===== src/rtl/pwmaq_pkg.sv =====
package pwmaq_pkg;

  typedef enum logic [1:0] {
    ACT_NONE   = 2'b00,
    ACT_LOW    = 2'b01,
    ACT_HIGH   = 2'b10,
    ACT_TOGGLE = 2'b11
  } act_e;

  typedef enum logic [1:0] {
    RLD_ZERO   = 2'b00,
    RLD_PERIOD = 2'b01,
    RLD_EITHER = 2'b10,
    RLD_NOW    = 2'b11
  } rld_e;

  localparam int FRC_FIELD_W = 2;

  function automatic logic next_level(input act_e a, input logic cur);
    case (a)
      ACT_LOW:    return 1'b0;
      ACT_HIGH:   return 1'b1;
      ACT_TOGGLE: return ~cur;
      default:    return cur;
    endcase
  endfunction

endpackage


===== src/rtl/aq_event_select.sv =====
module aq_event_select
  import pwmaq_pkg::*;
(
  input  logic evt_zero,
  input  logic evt_period,
  input  logic evt_cmp,
  input  act_e zero_code,
  input  act_e prd_code,
  input  act_e cmp_code,
  output act_e win_code
);
  // Later assignments overrule earlier ones: zero < period < compare.
  always_comb begin
    win_code = ACT_NONE;
    if (evt_zero && zero_code != ACT_NONE)  win_code = zero_code;
    if (evt_period && prd_code != ACT_NONE) win_code = prd_code;
    if (evt_cmp && cmp_code != ACT_NONE)    win_code = cmp_code;
  end
endmodule


===== src/rtl/aq_force_reload.sv =====
module aq_force_reload
  import pwmaq_pkg::*;
#(
  parameter int NUM_CH = 2,
  localparam int FW = NUM_CH * FRC_FIELD_W
) (
  input  logic          clk,
  input  logic          rst_n,
  input  logic          evt_zero,
  input  logic          evt_period,
  input  rld_e          mode,
  input  logic [FW-1:0] shadow,
  output logic [FW-1:0] eff,
  output logic [FW-1:0] active
);
  logic load;

  always_comb begin
    case (mode)
      RLD_ZERO:   load = evt_zero;
      RLD_PERIOD: load = evt_period;
      RLD_EITHER: load = evt_zero | evt_period;
      default:    load = 1'b1;
    endcase
  end

  // Value that governs the outputs at this edge.
  assign eff = load ? shadow : active;

  always_ff @(posedge clk or negedge rst_n) begin
    if (!rst_n) active <= '0;
    else        active <= eff;
  end
endmodule


===== src/rtl/aq_output_cell.sv =====
module aq_output_cell
  import pwmaq_pkg::*;
(
  input  logic                   clk,
  input  logic                   rst_n,
  input  act_e                   ev_act,
  input  logic [FRC_FIELD_W-1:0] frc,
  output logic                   level
);
  always_ff @(posedge clk or negedge rst_n) begin
    if (!rst_n)              level <= 1'b0;
    else if (frc == 2'b01)   level <= 1'b0;
    else if (frc == 2'b10)   level <= 1'b1;
    else                     level <= next_level(ev_act, level);
  end
endmodule


===== src/rtl/pwm_action_qualifier.sv =====
module pwm_action_qualifier
  import pwmaq_pkg::*;
#(
  parameter int WORD_W   = 16,
  parameter int ZERO_LSB = 0,
  parameter int PRD_LSB  = 2,
  parameter int CMPA_LSB = 4,
  parameter int CMPB_LSB = 8,
  parameter int RLD_LSB  = 6
) (
  input  logic              clk,
  input  logic              rst_n,
  input  logic              evt_zero,
  input  logic              evt_period,
  input  logic              evt_cmpa_up,
  input  logic              evt_cmpb_up,
  input  logic [WORD_W-1:0] act_word_a,
  input  logic [WORD_W-1:0] act_word_b,
  input  logic [WORD_W-1:0] frc_word,
  input  logic [WORD_W-1:0] rld_word,
  output logic              out_a,
  output logic              out_b
);
  localparam int NUM_CH = 2;
  localparam int FW     = NUM_CH * FRC_FIELD_W;

  logic [NUM_CH-1:0][WORD_W-1:0] act_words;
  logic [NUM_CH-1:0]             evt_cmp;
  logic [NUM_CH-1:0]             lvl;
  logic [FW-1:0]                 frc_eff;
  logic [FW-1:0]                 frc_act;
  logic                          unused_bits;

  assign act_words   = {act_word_b, act_word_a};
  assign evt_cmp     = {evt_cmpb_up, evt_cmpa_up};
  assign unused_bits = ^{act_word_a, act_word_b, frc_word, rld_word};

  aq_force_reload #(.NUM_CH(NUM_CH)) u_reload (
    .clk        (clk),
    .rst_n      (rst_n),
    .evt_zero   (evt_zero),
    .evt_period (evt_period),
    .mode       (rld_e'(rld_word[RLD_LSB +: 2])),
    .shadow     (frc_word[FW-1:0]),
    .eff        (frc_eff),
    .active     (frc_act)
  );

  for (genvar ch = 0; ch < NUM_CH; ch++) begin : g_ch
    localparam int CMP_LSB = (ch == 0) ? CMPA_LSB : CMPB_LSB;
    act_e win;

    aq_event_select u_sel (
      .evt_zero   (evt_zero),
      .evt_period (evt_period),
      .evt_cmp    (evt_cmp[ch]),
      .zero_code  (act_e'(act_words[ch][ZERO_LSB +: 2])),
      .prd_code   (act_e'(act_words[ch][PRD_LSB +: 2])),
      .cmp_code   (act_e'(act_words[ch][CMP_LSB +: 2])),
      .win_code   (win)
    );

    aq_output_cell u_cell (
      .clk    (clk),
      .rst_n  (rst_n),
      .ev_act (win),
      .frc    (frc_eff[ch*FRC_FIELD_W +: FRC_FIELD_W]),
      .level  (lvl[ch])
    );
  end

  assign out_a = lvl[0];
  assign out_b = lvl[1];
endmodule


===== config.mk =====
export PLATFORM = sky130hd
export DESIGN_NAME = pwm_action_qualifier
export DESIGN_NICKNAME = d
export VERILOG_FILES = /design/src/rtl/pwmaq_pkg.sv /design/src/rtl/aq_event_select.sv /design/src/rtl/aq_force_reload.sv /design/src/rtl/aq_output_cell.sv /design/src/rtl/pwm_action_qualifier.sv
export SDC_FILE = /design/constraint.sdc
export NUM_CORES = 1
export LEC_CHECK = 0
export CAP_MARGIN = 20
export CORE_MARGIN = 3
export CORE_UTILIZATION = 23
export DETAILED_ROUTE_END_ITERATION = 10
export GPL_TIMING_DRIVEN = 0
export PLACE_DENSITY_LB_ADDON = 0.05
export SKIP_CTS_REPAIR_TIMING = 1
export SYNTH_ARGS = -nofsm -noshare
export SYNTH_HDL_FRONTEND = slang
export SYNTH_SLANG_ARGS = --single-unit

===== constraint.sdc =====
create_clock -name clk -period 1.9 [get_ports clk]
set_input_delay 0.38 -clock clk [delete_from_list [all_inputs] [get_ports clk]]
set_output_delay 0.38 -clock clk [all_outputs]
set_load 0.02 [all_outputs]

==> summary.md <==
| Metric | Value |
|---|---|
| Outcome | `complete, but fails checks` |
| Failing checks | `negative setup slack` |
| Vias | `between 500 and 600` |
| Total wire length | `around 1.3 mm` |
| Post-synth top cells | `dfrtp_1, inv_1, ha_1, mux2_2` |
| Slew margin rel. | `between 70% and 80%` |
| Routed Antenna Nets | `0` |
| Worst Skew | `about 0.0065 ns` |
| Worst Slack Setup Final | `-0.00318 ns` |
| Hold Vio Cnt, Final | `0` |
| CP Buf/Inv Count | `2` |
| Ant diodes | `0` |
| First-pass GRT wire length | `around 1.9 mm` |
| DIE AREA | `about 2800 sq um` |
| Vias in the first global route | `approximately 440` |
| Max-cap violation count | `0` |
| # clock sinks | `6` |
| Number of buffers created by CTS | `3` |
| Cell leakage power | `~0.42 nW` |
| Die height | `53.1 um` |
| Syn Nets | `roughly 130` |
| Post-route cell area | `1000 sq um` |
| CP delay by family, top | `simple AND/OR/NAND/NOR gates` |
| Post-synth top area share | `just under 30%` |
| Tcrit/Tclk final | `100%` |
| Synth-to-layout area growth | `96.1%` |
| Worst vdd ir | `0.315 mV` |
| Clk slew on worst S/H paths | `~0.05 ns` |
| Post-synth EDFFs | `0` |
| Crit-path max cell delay | `0.54 ns` |
| Slowest-stage cell, CP | `or4b_4` |
| Die X | `53.1 um` |
| H-tree depth | `1` |
| Post-place setup slack | `-0.840 ns` |
| Final HPWL DP | `999 um` |
| Post-DP Area | `roughly 840 sq um` |
| Largest net degree at the start of global routing | `9` |
| Post-Synthesis Cells | `52` |
| Max Freq | `525 MHz` |
| Wire per inst | `between 10 and 15 um` |
| Startpoint type of the worst setup path | `input port` |
| Post-layout util | `49.5%` |
| DR pass1 iterations | `4` |
| Vias/cell | `about 4.5` |
| CP endpoint kind | `flop` |
| Initial Util | `between 20 and 30%` |
| Drt first-iter violations | `8` |
| Sequential-to-total area share from yosys stat | `29.4%` |
| Core area | `approximately 2000 sq um` |
| Most frequent CP cell | `o21ai_4` |
| Max FO, Critical Path | `6` |
| Synthesis warning total | `0` |
| Critical path type | `in -> reg` |
| Rows | `16` |
| Io pins | `just over 70` |
| Post-synth top area cell | `dfrtp_1` |
| Remaining global-route overflow | `0` |
| Worst-Margin Slew | `0.324 ns` |
| Layout cell share with drive strength beyond 1 | `38.8%` |
| Flops & latches, synth | `6` |
| Critical path, cell by cell | `buf_8 > o21ai_4 > o21ai_4 > buf_4 > mux2i_4 > ha_4 > nand2b_4 > or4b_4 > o311ai_4` |
| Synth area leaders | `dfrtp_1, ha_1, mux2_2, a2bb2oi_2, inv_1` |
| Post-route DRC violation count | `0` |
| Syn Std Cell Area | `between 500 and 600 sq um` |
| Number of port buffers | `24` |
| Power per cell area | `a little under 600 nW/um^2` |
| CTS tree | `yes` |
| Cell variety after synth | `22` |
| Antenna violations before repair | `0` |
| Final TNS setup | `-0.00318 ns` |
| Synthesized area per cell | `between 9 and 10 sq um` |
| Worst-Skew Late Latency | `approximately 0.24 ns` |
| Aggregate global-route resource usage | `a little under a tenth` |
| CP arrival | `between 2 and 2.5 ns` |
| RSZ-0062 raised after global routing | `yes` |
| Final setup viols | `1` |
| FFs w/ async S/R, synth | `between 90% and 100%` |
| Min-delay worst type | `in -> async` |
| Nets | `~160` |
| Post-route minimum period | `1.90 ns` |
| Top_reg_cell synth | `dfrtp_1` |
| Worst Path Required | `2.05 ns` |
| Root buffer cell | `clkbuf_4` |
| Max-slew violations | `0` |
| Clock buffer depth | `2` |
| Placer Congestion | `0.649` |
-- layout by cell type (no fill, tap or decap), drive strengths merged --
master         count
a21oi              1
a22oi              2
a2bb2oi            2
a32oi              2
and2               2
buf               10
clkbuf             3
clkdlybuf4s50     21
dfrtp              6
ha                 4
inv                6
mux2               4
mux2i              2
nand2              4
nand2b             2
nand3              2
nor2b              2
o21a               2
o21ai              4
o311ai             2
or4b               2
-- power by group --
| part | internal [mW] | switching, mW |
|---|---|---|
| combinational | 0.184 | 0.121 |
| clock | 0.0714 | 0.0455 |
| sequential | 0.150 | 0.0146 |
| total | 0.406 | 0.182 |
-- worst reg2reg max path, cell delays in order (launching register included) --
cell,delay (ns)
dfrtp_1,0.37
mux2_4,0.29
ha_4,0.28
nand2b_4,0.05
or4b_4,0.54
o311ai_4,0.07
-- metal layers --
metal | part of all wire (%) | track usage [%] | vias up | routed length, um
met5 | 0 | 0 | - | 0
met4 | 0 | 3.83 | 0 | 0
met3 | 9.5 | 3.94 | 0 | 125
met2 | 47 | 13.6 | 17 | 615
met1 | 44 | 12.4 | 231 | 571
li1 | - | - | 258 | -
-- final cells by class --
cell class | instances | area (sq um)
fill | 199 | 1020
multi-input combinational | 39 | 459
timing repair buffer | 30 | 293
sequential | 6 | 150
tap | 27 | 33.8
clock buffer | 3 | 22.5
inverter | 6 | 22.5
buffer | 1 | 20.0
-- logic make-up (layout without fill, tap and decap cells) --
kind of cell,count (synthesis),in the layout,share of synthesized area (%)
AND/OR/NAND/NOR,14,14,17.2
flip-flops,6,6,29.4
adder cells (fa/ha/maj),4,4,9.80
AO/OA/AOI/OAI,15,15,24.3
buffers and inverters,7,40,6.62
multiplexers,6,6,12.7
-- worst paths after layout --
path / start / to / slack, ns / cells after the start
setup / recovery: rld_word[7] / g_ch[1].u_cell.level$_DFFE_PN0P_ / -0.003 / 9
hold / removal: rst_n / asynchronous set/reset pin / 0.37 / 1
setup reg to reg: flop / g_ch[1].u_cell.level$_DFFE_PN0P_ / 0.20 / 5
hold reg to reg: flop / flop / 0.51 / 1
max in group asynchronous: rst_n / g_ch[0].u_cell.level$_DFFE_PN0P_ / 1.32 / 1
min in group clk: flop / flop / 0.51 / 1
-- through the flow --
| stage | power (mW) | cells | hold WS (ns) |
|---|---|---|---|
| 2_1_floorplan | 0.284 | 52 | 0.0844 |
| 4_1_cts | 0.508 | 106 | 0.372 |
| 5_1_grt | 0.634 | 112 | 0.374 |
| 6_report | 0.588 | 112 | 0.368 |
| 3_5_place_dp | 0.386 | 103 | 0.500 |
| 3_3_place_gp | 0.382 | 103 | 0.499 |
No activity file was read; power rests on OpenSTA's default activity.
